**src/rtl/dcmp_pkg.sv**
```systemverilog
package dcmp_pkg;

  typedef enum logic [1:0] {
    CMP_EQ = 2'd0,
    CMP_LE = 2'd1,
    CMP_LT = 2'd2,
    CMP_UN = 2'd3
  } cmp_pred_e;

  typedef struct packed {
    logic sign;
    logic zero;
    logic inf;
    logic denorm;
    logic nan;
    logic snan;
  } opnd_class_t;

endpackage

```
**src/rtl/dcmp_classify.sv**
```systemverilog
module dcmp_classify
  import dcmp_pkg::*;
#(
  parameter int EXP_W  = 11,
  parameter int FRAC_W = 52
) (
  input  logic [EXP_W+FRAC_W:0] val,
  output opnd_class_t           cls
);
  localparam int SIGN_POS = EXP_W + FRAC_W;
  localparam int QBIT_POS = FRAC_W - 1;

  logic [EXP_W-1:0]  exp_f;
  logic [FRAC_W-1:0] frac_f;
  logic              exp_all1, exp_all0, frac_nz;

  assign exp_f    = val[FRAC_W +: EXP_W];
  assign frac_f   = val[FRAC_W-1:0];
  assign exp_all1 = &exp_f;
  assign exp_all0 = ~|exp_f;
  assign frac_nz  = |frac_f;

  always_comb begin
    cls        = '0;
    cls.sign   = val[SIGN_POS];
    cls.zero   = exp_all0 & ~frac_nz;
    cls.denorm = exp_all0 & frac_nz;
    cls.inf    = exp_all1 & ~frac_nz;
    cls.nan    = exp_all1 & frac_nz;
    cls.snan   = exp_all1 & frac_nz & ~val[QBIT_POS];
  end
endmodule

```
**src/rtl/dcmp_order.sv**
```systemverilog
module dcmp_order
  import dcmp_pkg::*;
#(
  parameter int DW = 64
) (
  input  logic [DW-1:0] a,
  input  logic [DW-1:0] b,
  input  opnd_class_t   cls_a,
  input  opnd_class_t   cls_b,
  output logic          a_lt_b,
  output logic          a_eq_b
);
  localparam int MW = DW - 1;

  function automatic logic signed_less(input logic sa, input logic sb,
                                       input logic [MW-1:0] ma,
                                       input logic [MW-1:0] mb);
    logic r;
    unique case ({sa, sb})
      2'b00:   r = (ma < mb);
      2'b11:   r = (ma > mb);
      2'b10:   r = 1'b1;
      default: r = 1'b0;
    endcase
    return r;
  endfunction

  logic both_zero;
  assign both_zero = cls_a.zero & cls_b.zero;

  always_comb begin
    a_eq_b = both_zero | (a == b);
    if (both_zero) a_lt_b = 1'b0;
    else           a_lt_b = signed_less(cls_a.sign, cls_b.sign, a[MW-1:0], b[MW-1:0]);
  end
endmodule

```
**src/rtl/dcmp_decide.sv**
```systemverilog
module dcmp_decide
  import dcmp_pkg::*;
(
  input  cmp_pred_e   pred,
  input  opnd_class_t cls_a,
  input  opnd_class_t cls_b,
  input  logic        a_lt_b,
  input  logic        a_eq_b,
  output logic        verdict,
  output logic        raise_inv
);
  logic unord, any_snan;
  assign unord    = cls_a.nan | cls_b.nan;
  assign any_snan = cls_a.snan | cls_b.snan;

  always_comb begin
    unique case (pred)
      CMP_EQ: begin verdict = ~unord & a_eq_b;            raise_inv = any_snan; end
      CMP_LE: begin verdict = ~unord & (a_lt_b | a_eq_b); raise_inv = unord;    end
      CMP_LT: begin verdict = ~unord & a_lt_b;            raise_inv = unord;    end
      default: begin verdict = unord;                     raise_inv = any_snan; end
    endcase
  end
endmodule

```
**src/rtl/dcmp_unit.sv**
```systemverilog
module dcmp_unit
  import dcmp_pkg::*;
#(
  parameter int EXP_W  = 11,
  parameter int FRAC_W = 52
) (
  input  logic                    clk,
  input  logic                    rst_n,
  input  logic                    cmp_valid,
  input  logic [1:0]              cmp_pred,
  input  logic [EXP_W+FRAC_W:0]   opnd_a,
  input  logic [EXP_W+FRAC_W:0]   opnd_b,
  output logic                    res_valid,
  output logic [EXP_W+FRAC_W:0]   res_word,
  output logic                    invalid
);
  localparam int DW = EXP_W + FRAC_W + 1;
  localparam logic [DW-1:0] TRUE_WORD = {2'b01, {(DW-2){1'b0}}};

  opnd_class_t cls_a_w, cls_b_w;
  logic        lt_w, eq_w, verdict_w, raise_inv_w;
  logic        any_nan_w, any_snan_w;
  cmp_pred_e   pred_w;

  assign pred_w     = cmp_pred_e'(cmp_pred);
  assign any_nan_w  = cls_a_w.nan | cls_b_w.nan;
  assign any_snan_w = cls_a_w.snan | cls_b_w.snan;

  dcmp_classify #(.EXP_W(EXP_W), .FRAC_W(FRAC_W)) cls_a_i (.val(opnd_a), .cls(cls_a_w));
  dcmp_classify #(.EXP_W(EXP_W), .FRAC_W(FRAC_W)) cls_b_i (.val(opnd_b), .cls(cls_b_w));

  dcmp_order #(.DW(DW)) order_i (
    .a(opnd_a), .b(opnd_b), .cls_a(cls_a_w), .cls_b(cls_b_w),
    .a_lt_b(lt_w), .a_eq_b(eq_w)
  );

  dcmp_decide decide_i (
    .pred(pred_w), .cls_a(cls_a_w), .cls_b(cls_b_w),
    .a_lt_b(lt_w), .a_eq_b(eq_w),
    .verdict(verdict_w), .raise_inv(raise_inv_w)
  );

  always_ff @(posedge clk) begin
    if (!rst_n) begin
      res_valid <= 1'b0;
      res_word  <= '0;
      invalid   <= 1'b0;
    end else begin
      res_valid <= cmp_valid;
      invalid   <= cmp_valid & raise_inv_w;
      if (cmp_valid) res_word <= verdict_w ? TRUE_WORD : '0;
    end
  end
endmodule

```
**config.mk**
```make
export PLATFORM = sky130hd
export DESIGN_NAME = dcmp_unit
export DESIGN_NICKNAME = d
export VERILOG_FILES = /design/src/rtl/dcmp_pkg.sv /design/src/rtl/dcmp_classify.sv /design/src/rtl/dcmp_order.sv /design/src/rtl/dcmp_decide.sv /design/src/rtl/dcmp_unit.sv
export SDC_FILE = /design/constraint.sdc
export NUM_CORES = 1
export LEC_CHECK = 0
export BUFFER_PORTS_ARGS = -buffer_cell sky130_fd_sc_hd__buf_2
export CAP_MARGIN = 0
export CORE_UTILIZATION = 45
export CTS_CLUSTER_DIAMETER = 120
export DETAILED_ROUTE_END_ITERATION = 16
export PLACE_DENSITY = 0.88
export SYNTH_ARGS = -nofsm -noshare
export SYNTH_HDL_FRONTEND = slang
export SYNTH_SLANG_ARGS = --single-unit
```
**constraint.sdc**
```tcl
create_clock -name clk -period 4.2 [get_ports clk]
set_input_delay 0.63 -clock clk [delete_from_list [all_inputs] [get_ports clk]]
set_output_delay 0.63 -clock clk [all_outputs]
set_load 0.1 [all_outputs]
```
### Yosys cells after proc, flatten, opt, wreduce, memory -nomap -nowiden

Cells that the tools add are included.

| storage, ports and cells | value |
|---|---|
| logic and storage cells | 46 |
| input bits | 133 |
| register bits | 66 |
| output and inout port bits | 66 |

| operators by class | value |
|---|---|
| reductions and logical operators | 11 |
| multiplexer cells | 5 |
| eq/ne operators | 5 |
| bitwise gates (word level) | 20 |
| order comparisons | 2 |

Operators by type and width:

| operator | count |
|---|---|
| OR reduction 52 bit | 2 |
| == test 64 bit | 1 |
| greater-than comparator 63 bit | 1 |
| less-than comparator 63 bit | 1 |
| 2-to-1 mux 63 bit | 1 |
| AND reduction 11 bit | 2 |
| OR reduction 11 bit | 2 |
| bitwise AND 1 bit | 11 |
| == test 2 bit, second input constant | 3 |
| one-hot mux 1 bit (3 select lines) | 2 |
| NOT 1 bit | 5 |
| logical NOT 2 bit | 2 |
| bitwise OR 1 bit | 4 |
| == test 2 x 1 -> 1 bit, second input constant | 1 |
| logical NOT 1 bit | 2 |
| 2-to-1 mux 1 bit | 2 |
| OR reduction 2 bit | 1 |

### Depth between registers and ports, before layout

Gate-level depths: netlist (run 1).

| logic depth | value |
|---|---|
| depth in word-level cells | 9 |
| mapped depth | 10 |
| depth with buffers taken out | 10 |

### Modules after synthesis

Synthesis (run 1) repeated with hierarchy kept, for this count alone.

| unflattened totals | value |
|---|---|
| cell total of the unflattened synthesis | 389 |
| area, all modules | 2840.2 sq um |

Modules (own cells, without submodules):

| module | times used | area each (sq um) | sequential area each (sq um) | cells each |
|---|---|---|---|---|
| dcmp_order | 1 | 1716.6 | 0.0 | 240 |
| dcmp_unit | 1 | 568.0 | 60.1 | 71 |
| dcmp_classify | 2 | 229.0 | 0.0 | 32 |
| dcmp_decide | 1 | 97.6 | 0.0 | 14 |

### Worst setup path before layout (run 1)

No wires, ideal clock.

| timing | value |
|---|---|
| path type | input port to flip-flop |
| start point | input port opnd_b[56] |
| end point | register res_word[62] |
| data arrival time | 2.290 ns |
| required time | 4.114 ns |
| cell stages on the path | 10 |
| path slack | 1.824 ns |
| cell sequence | inv_1 -> ha_1 -> nand4_1 -> nor4_2 -> and3_1 -> nand4_1 -> o21ai_0 -> o2111a_1 -> nor3_1 -> a211oi_1 |

| between the ends | value |
|---|---|
| cells in the longest elaborated chain, start to end | 9 |
| elaborated cells on any way between the ends | 20 |
| classes of those cells | 2 x order compare; 1 x eq/ne; 4 x mux; 10 x bitwise; 3 x reduce/logical |

Ends and longest elaborated chain:

| item | line | text |
|---|---|---|
| start: declaration | dcmp_unit.sv:12 | `input logic [EXP_W+FRAC_W:0] opnd_b,` |
| parallel branches: the longest is 7 deep, another holds greater-than comparator 63 bit | -- |  |
| one-hot mux 1 bit (3 select lines) (*) | dcmp_decide.sv:17 | `unique case (pred)` |
| 2-to-1 mux 63 bit (*) | dcmp_unit.sv:51 | `if (cmp_valid) res_word <= verdict_w ? TRUE_WORD : '0;` |
| end signal: assignment | dcmp_unit.sv:51 |  |
| end: declaration | dcmp_unit.sv:14 | `output logic [EXP_W+FRAC_W:0] res_word,` |

Mark *: on every way between the ends.
A chain may end at the register's enable or synchronous reset.

### Worst setup path in the final report (run 1)

| timing | value |
|---|---|
| start point | input port opnd_b[29] |
| end point | register res_word[62] |

| between the ends | value |
|---|---|
| cells in the longest elaborated chain, start to end | 9 |
| elaborated cells on any way between the ends | 19 |
| classes of those cells | 2 x order compare; 1 x eq/ne; 4 x mux; 11 x bitwise; 1 x reduce/logical |

Ends and longest elaborated chain:

| item | line |
|---|---|
| parallel branches: the longest is 7 deep, another holds greater-than comparator 63 bit | -- |
| one-hot mux 1 bit (3 select lines) (*) | dcmp_decide.sv:17 |
| 2-to-1 mux 63 bit (*) | dcmp_unit.sv:51 |

Marked as above.

==> impl_metrics.toml, run 1 <==
[status]
status = "completed"

[sta]
setup_tns_ns = 0
fin_worst_skew_ns = 0
max_freq_ghz = 0.370
rsz0062_at_grt = "false"
fin_crit_ns = 2.70
worstMarginPinSlew_ns = 0.688
finalSetupViolCount = 0
timing.hold.ws_ns = 0.582
fin_crit_sh_pct = 64.3
finalMaxSlewViolations = 0
finalHoldViolations = 0
slew_headroom_pct = 53.7

[critical_path]
end_kind = "flop"
slowest_delay_ns = 0.44
crit_family = "simple AND/OR/NAND/NOR gates"
cp.buffers_inverters = 2
cp_cell_sequence = "buf_2, inv_1, ha_1, nand4_1, nor4_1, nor3b_1, nand4_1, o21ai_0, o2111a_1, nor3_1, a211oi_1"
crit_top_cell = "nand4_1"
required_ns = 4.33
critPathArrivalTime_ns = 2.83
critPathLaunchType = "primary input"
path_class = "in -> reg"
crit_fanout = 3
critPathSlowestCell = "nor4_1"

[layout]
drive_above_1_share_pct = 27.3
n_fill_cell = 555
finalNetCount = 721
ff_latch_area_um2 = 60.1
multiInputGateArea_um2 = 2110
area_growth_pct = 21.3
fin_util_pct = 57.8
diodes = 0

[detailed_routing]
drt-total-wl_mm = 7.50
drtIter0Drc = 101
via_count = 2986
first_pass_iters = 4
wl_per_cell_um = 12.7
detail-route-antenna-nets = 0
drc = 0
viasPerCell = 5.07

[global_route]
first_global_vias = 2851
met1_usage_pct = 26.4
grt_max_degree = 5
grt_pass1_wl_mm = 12.0
antenna_found_initial = 0
met3_usage_pct = 1.95
grt.busiest_layer = "met2"
grt_usage_pct = 23.7
grt_use_met2_pct = 46.6
globalRoute.totalOverflow = 0

[power]
p_leak_nw = 1.93
ir_drop_v = 0.000122
powerDensity_nw_per_um2 = 186

[synthesis]
synth_edf_count = 0
seq_area_frac_synth_pct = 2.25
netlist_instances = 379
netlist_top_cells_area = "ha_1 33%, buf_4 18%, inv_1 9.8%, nor4_1 8.2%, nand4_1 4.7%"
ys_seq_elements = 3
ys.flop_type = "dfxtp_1"
synth_top_area_share_pct = 32.8
yosysTopAreaCell = "ha_1"
synth_common_cells = "70 x ha_1, 70 x inv_1, 63 x buf_4, 35 x nor4_1"
async_flop_share_pct = 0
synth_area_um2 = 2670
ys_warn_count = 0
synth_cell_type_count = 33
syn_area_per_cell_um2 = 7.05

[clock_tree]
cts_sinks = 3
htree_levels = 1
path_clk_slew_ns = 0.03
postCtsSetupRepairBufs = 0
cts.repair.resized = 0
clk_path_buf_depth = 2
clk_latency_ns = 0.21
holdBufCountCts = 0
cts_made_buffers = 3
cts-root-buf = "clkbuf_8"
cts_tree = "done"

[job]
maxCapViolCount = 0

[floorplan]
row_count = 27
start_util_pct = 47.7
dieArea_um2 = 6250
io_pins = 199
die_x_um = 79.1
dieHeight_um = 79.1
coreArea_um2 = 5610

[placed_design]
port_buffers = 135
dp_hpwl_mm = 7.03
gp_congestion = 0.916

[worst_hold_path]
hp-class = "reg -> reg"
## sequential cells by signal (all words and copies together) (netlist names)
register and count:
res_valid 1, res_word 1, invalid 1
## per-layer routing
layer / wire length [um] / part of all wire, %
met1: 3020 / 40
met2: 3870 / 52
met3: 441 / 5.9
met4: 171 / 2.3
met5: 0 / 0
## power breakdown
part,internal (mW),switching [mW]
Clock,0.0648,0.0197
Sequential,0.0298,0.000393
Combinational,0.112,0.377
Total,0.207,0.397
## layout by cell type (no fill, tap or decap), types with 2 or more instances in the layout
cell and count:
a211oi_1 5, a21o_1 3, a21oi_1 23, a221oi_1 2, and2_1 3, and3_1 2
buf_2 135, clkbuf_8 3, conb_1 63, dfxtp_1 3, ha_1 70, inv_1 70
nand2_1 23, nand3_1 11, nand4_1 20, nor2_1 8, nor3_1 6, nor3b_1 2
nor4_1 35, nor4_2 2, o211ai_1 3, o21ai_0 12
## final cells by class
class,count,area share [%]
sequential,3,1.85
tap,72,2.78
inverter,70,8.10
multi-input combinational,305,65.0
timing repair buffer,135,20.8
clock buffer,4,1.39
## tightest hold or removal path, stage by stage, from the launching register on
cell	delay, ns
dfxtp_1	0.30
o21ai_0	0.18
a211oi_1	0.05
## path summary, 6_finish.rpt
check                           cells past startpoint  slack, ns                      start                   endpoint
worst max-delay path                               11       1.50                 opnd_b[29]  res_word[62]$_SDFFE_PN0P_
worst min-delay path                                2       0.58  res_word[62]$_SDFFE_PN0P_  res_word[62]$_SDFFE_PN0P_
worst max register to register                      2       3.54  res_word[62]$_SDFFE_PN0P_  res_word[62]$_SDFFE_PN0P_
worst min register to register                      2       0.58  res_word[62]$_SDFFE_PN0P_  res_word[62]$_SDFFE_PN0P_
## per-stage QoR
stage	cell area, um^2	cells	setup WS [ns]	power (mW)
floorplan	2910	441	1.82	0.445
global placement	3200	585	1.32	0.509
detailed placement	3200	585	1.28	0.518
CTS	3240	589	1.49	0.607
global route	3240	589	1.24	0.650
finish	3240	589	1.50	0.604
## cell families (layout without fill, tap and decap cells)
family                   after synthesis  after routing  synth area share (%)
AO/OA/AOI/OAI                         56             56                  13.1
adder cells (fa/ha/maj)               70             70                  32.8
buffers and inverters                133            209                  27.5
flip-flops                             3              3                  2.25
multiplexers                           1              1                 0.375
other                                  1             63                 0.140
AND/OR/NAND/NOR                      115            115                  23.9
No activity file was read; power rests on OpenSTA's default activity.
==> run 2: changes to the inputs <==
--- a/config.mk
+++ b/config.mk
@@ -7,10 +7,10 @@
 export LEC_CHECK = 0
 export BUFFER_PORTS_ARGS = -buffer_cell sky130_fd_sc_hd__buf_2
 export CAP_MARGIN = 0
-export CORE_UTILIZATION = 45
+export CORE_UTILIZATION = 42
 export CTS_CLUSTER_DIAMETER = 120
 export DETAILED_ROUTE_END_ITERATION = 16
-export PLACE_DENSITY = 0.88
+export PLACE_DENSITY = 0.83
 export SYNTH_ARGS = -nofsm -noshare
 export SYNTH_HDL_FRONTEND = slang
 export SYNTH_SLANG_ARGS = --single-unit
==> constraint.sdc (replaced) <==
create_clock -name clk -period 2.7 [get_ports clk]
set_input_delay 0.405 -clock clk [delete_from_list [all_inputs] [get_ports clk]]
set_output_delay 0.405 -clock clk [all_outputs]
set_load 0.1 [all_outputs]
==> impl_metrics.toml, run 2 (same netlist as run 1, synthesis figures left out) <==
[sta]
finalHoldViolations = 0
fin_worst_skew_ns = 0
fin_crit_sh_pct = 89.8
slew_headroom_pct = 55.7
finalMaxSlewViolations = 0
fin_crit_ns = 2.42
finalSetupViolCount = 0
worstMarginPinSlew_ns = 0.658
rsz0062_at_grt = "false"
timing.hold.ws_ns = 0.444
max_freq_ghz = 0.413
setup_tns_ns = 0

[placed_design]
dp.cells = 589
gp_congestion = 0.854
port_buffers = 135
placed_area_um2 = 3210
dp_hpwl_mm = 6.90

[layout]
diodes = 0
finalNetCount = 722
layout_commonest_cell = "buf_2"
top_regs = "invalid: 1 flops, res_valid: 1 flops, res_word: 1 flops"
drive_above_1_share_pct = 27.6
final_cell_mix = "135 x buf_2, 70 x inv_1, 70 x ha_1, 63 x conb_1, 34 x nor4_1"
area_growth_pct = 22.0
layout.cells.non_filler = 593
final_area_um2 = 3260

[detailed_routing]
wl_per_cell_um = 12.4
first_pass_iters = 4
via_count = 2970
detail-route-antenna-nets = 0
drc = 0
viasPerCell = 5.01
drt-total-wl_mm = 7.38
drtIter0Drc = 76

[clock_tree]
cts_sinks = 3
cts_tree = "done"
clk_latency_ns = 0.22
cts-root-buf = "clkbuf_8"
postCtsSetupRepairBufs = 0
htree_levels = 1
path_clk_slew_ns = 0.03
clk_path_buf_depth = 2
cts_made_buffers = 3

[global_route]
first_global_vias = 2660
grt_max_degree = 5
met1_usage_pct = 25.8
grt_pass1_wl_mm = 11.3
grt_use_met2_pct = 41.2
antenna_found_initial = 0
grt_usage_pct = 21.8
globalRoute.totalOverflow = 0
grt.busiest_layer = "met2"
met3_usage_pct = 1.89

[critical_path]
slowest_delay_ns = 0.51
end_kind = "flop"
critPathArrivalTime_ns = 2.55
critPathSlowestCell = "nor4_1"
crit_family = "simple AND/OR/NAND/NOR gates"
crit_top_cell = "nor4_1"
path_class = "in -> reg"
critPathLaunchType = "primary input"
required_ns = 2.83
crit_fanout = 4
cp_cell_sequence = "buf_2, nor4_1, nand4_1, nor4_2, nor4_1, a21oi_4, o2111a_1, nor3_1, a211oi_1"
cp.buffers_inverters = 1

[floorplan]
dieArea_um2 = 6690
start_util_pct = 44.4
io_pins = 199
row_count = 28
dieHeight_um = 81.8
die_x_um = 81.8
coreArea_um2 = 6030

[status]
status = "completed"

[power]
p_total_mw = 0.943
powerDensity_nw_per_um2 = 289
p_leak_nw = 1.94
ir_drop_v = 0.000280

[job]
maxCapViolCount = 0

[worst_hold_path]
hp-class = "in -> reg"
[run 2: what timing repair did]
item	CTS	global route
gates resized for setup	0	1
hold buffers	0	0
setup endpoints to repair	0	1
[run 2: through the flow]
step / setup WS, ns / util, %
floorplan: 0.549 / -
global placement: 0.257 / 53.3
detailed placement: 0.0614 / 53.3
finish: 0.276 / 54.1
global route: 0.0330 / 54.1
CTS: 0.275 / 54.0
[run 2: layer usage]
layer | up-vias | wire [um]
met5 | - | 0
met4 | 0 | 140
met3 | 16 | 436
met2 | 138 | 3710
met1 | 1301 | 3090
li1 | 1515 | -
[run 2: final timing paths]
path	from	end	slack [ns]	depth (start not counted)
setup / recovery	opnd_a[0]	res_word[62]$_SDFFE_PN0P_	0.28	9
hold / removal	rst_n	res_valid$_SDFF_PN0_	0.44	2
setup reg to reg	res_word[62]$_SDFFE_PN0P_	res_word[62]$_SDFFE_PN0P_	2.01	2
hold reg to reg	res_word[62]$_SDFFE_PN0P_	res_word[62]$_SDFFE_PN0P_	0.56	2
[run 2: final cells by class]
| type | instances | area, um^2 |
|---|---|---|
| Multi-Input combinational cell | 305 | 2120 |
| Inverter | 70 | 263 |
| Clock buffer | 4 | 45.0 |
| Fill cell | 618 | 2770 |
| Tap cell | 75 | 93.8 |
| Sequential cell | 3 | 60.1 |
| Timing Repair Buffer | 136 | 683 |
[run 2: power breakdown]
part           switching, mW  internal [mW]  total (mW)  leakage [nW]
Sequential          0.000775         0.0463      0.0471        0.0246
Combinational          0.586          0.174       0.760          1.89
Clock                 0.0349          0.101       0.136        0.0228
Total                  0.621          0.321       0.943          1.94
==> run 3: changes to the inputs <==
--- a/config.mk
+++ b/config.mk
@@ -7,10 +7,11 @@
 export LEC_CHECK = 0
 export BUFFER_PORTS_ARGS = -buffer_cell sky130_fd_sc_hd__buf_2
 export CAP_MARGIN = 0
-export CORE_UTILIZATION = 42
+export CORE_UTILIZATION = 43
 export CTS_CLUSTER_DIAMETER = 120
 export DETAILED_ROUTE_END_ITERATION = 16
 export PLACE_DENSITY = 0.83
 export SYNTH_ARGS = -nofsm -noshare
 export SYNTH_HDL_FRONTEND = slang
+export SYNTH_HIERARCHICAL = 1
 export SYNTH_SLANG_ARGS = --single-unit
==> impl_metrics.toml, run 3 <==
[global_route]
antenna_found_initial = 0
first_global_vias = 2837
globalRoute.totalOverflow = 0
grt_pass1_wl_mm = 12.3
grt_usage_pct = 21.3
grt_max_degree = 7

[layout]
diodes = 0
final_cell_mix = "135 x buf_2, 71 x inv_1, 66 x ha_1, 63 x conb_1, 24 x nor4_1"
layout_commonest_cell = "buf_2"
finalNetCount = 728
layout.cells.non_filler = 605
drive_above_1_share_pct = 33.9
area_growth_pct = 24.0
fin_util_pct = 55.2
final_area_um2 = 3490
n_fill_cell = 647
top_regs = "invalid: 1 flops, res_valid: 1 flops, res_word: 1 flops"

[synthesis]
synth_area_um2 = 2810
syn_area_per_cell_um2 = 7.34
ys_warn_count = 6
netlist_instances = 383

[detailed_routing]
detail-route-antenna-nets = 0
drt-total-wl_mm = 7.57
via_count = 2975
wl_per_cell_um = 12.5
first_pass_iters = 4
drc = 0
viasPerCell = 4.92
drtIter0Drc = 70

[power]
p_leak_nw = 2.04
switching_share_pct = 65.1
p_sw_mw = 0.644
clock_power_share_pct = 13.2
intPower_mw = 0.346
powerDensity_nw_per_um2 = 284
combPwrFrac_pct = 82.0
p_seq_share_pct = 4.8
ir_drop_v = 0.000397

[clock_tree]
cts-root-buf = "clkbuf_8"
cts_sinks = 3
clk_latency_ns = 0.22
clk_path_buf_depth = 2
cts_made_buffers = 3
htree_levels = 1
path_clk_slew_ns = 0.03
postCtsSetupRepairBufs = 0
cts_tree = "done"

[placed_design]
placed_area_um2 = 3390
gp_congestion = 0.893
port_buffers = 135
dp_hpwl_mm = 7.06
dp.cells = 601

[floorplan]
dieHeight_um = 82.8
row_count = 29
dieArea_um2 = 6860
coreArea_um2 = 6310
start_util_pct = 44.5
die_x_um = 82.8
io_pins = 199

[job]
maxCapViolCount = 0

[critical_path]
crit_top_cell = "o21ai_1"
path_class = "in -> reg"
critPathArrivalTime_ns = 2.69
critPathSlowestCell = "o41a_1"
crit_fanout = 3
required_ns = 2.85
critPathLaunchType = "primary input"
slowest_delay_ns = 0.44
cp_cell_sequence = "buf_2, inv_1, ha_1, a21oi_2, o21ai_1, a221oi_2, o22ai_2, o41a_1, nor3_2, nor2b_1, o21ai_1, o21ai_1, mux2i_1, nor2b_1"
end_kind = "flop"

[worst_hold_path]
hp-class = "in -> reg"

[status]
status = "completed"

[sta]
finalMaxSlewViolations = 0
finalSetupViolCount = 0
rsz0062_at_grt = "false"
max_freq_ghz = 0.395
fin_crit_ns = 2.53
fin_worst_skew_ns = 0
fin_crit_sh_pct = 93.8
finalHoldViolations = 0
## run 3: worst max-delay path, delay by kind of cell
| kind | cells | cell delay [ns] |
|---|---|---|
| AO/OA/AOI/OAI | 7 | 1.34 |
| buffers and inverters | 2 | 0.14 |
| multiplexers | 1 | 0.10 |
| adder cells (fa/ha/maj) | 1 | 0.31 |
| AND/OR/NAND/NOR | 3 | 0.38 |
## run 3: routing by layer
metal / GRT usage, % / vias up / routed length [um]
li1: - / 1538 / -
met4: 2.98 / 0 / 35
met2: 41.1 / 115 / 3870
met3: 1.29 / 4 / 381
met1: 26.0 / 1318 / 3280
met5: 0 / - / 0
## run 3: per-stage QoR
stage / setup WS [ns] / hold WS, ns / TNS, ns / power [mW]
detailed placement: -0.120 / 0.527 / -0.120 / 0.845
finish: 0.167 / 0.428 / 0 / 0.990
CTS: 0.101 / 0.422 / 0 / 0.981
global route: 0.00106 / 0.453 / 0 / 1.05
floorplan: 0.257 / 0.533 / 0 / 0.722
global placement: -0.0429 / 0.504 / -0.0429 / 0.836
## run 3: cell type report
| class | count | area [um^2] | share of cell area, % |
|---|---|---|---|
| Multi-Input combinational cell | 306 | 2270 | 65.1 |
| Timing Repair Buffer | 144 | 747 | 21.4 |
| Clock buffer | 4 | 45.0 | 1.29 |
| Inverter | 71 | 267 | 7.65 |
| Sequential cell | 3 | 60.1 | 1.72 |
| Tap cell | 77 | 96.3 | 2.76 |
## run 3: path summary, 6_finish.rpt
| kind | start | end | slack, ns | cells after the start |
|---|---|---|---|---|
| max reg2reg | res_word[62]$_SDFFE_PN0P_ | res_word[62]$_SDFFE_PN0P_ | 2.08 | 2 |
| min | rst_n | res_word[62]$_SDFFE_PN0P_ | 0.43 | 2 |
| min reg2reg | res_word[62]$_SDFFE_PN0P_ | res_word[62]$_SDFFE_PN0P_ | 0.54 | 2 |
| max | opnd_b[22] | res_word[62]$_SDFFE_PN0P_ | 0.17 | 14 |
## run 3: power groups by stage
stage                     Sequential (mW)  Clock (mW)  Combinational [mW]
after floorplan                    0.0631           0               0.658
after global placement             0.0479           0               0.788
after detailed placement           0.0480           0               0.797
after CTS                          0.0475       0.133               0.800
after global routing               0.0477       0.133               0.870
final                              0.0474       0.131               0.812
## run 3: what timing repair did
| item | 4_1_cts | 5_1_grt |
|---|---|---|
| resized for setup | 0 | 10 |
| hold buffers | 0 | 0 |
| setup endpoints to repair | 0 | 1 |
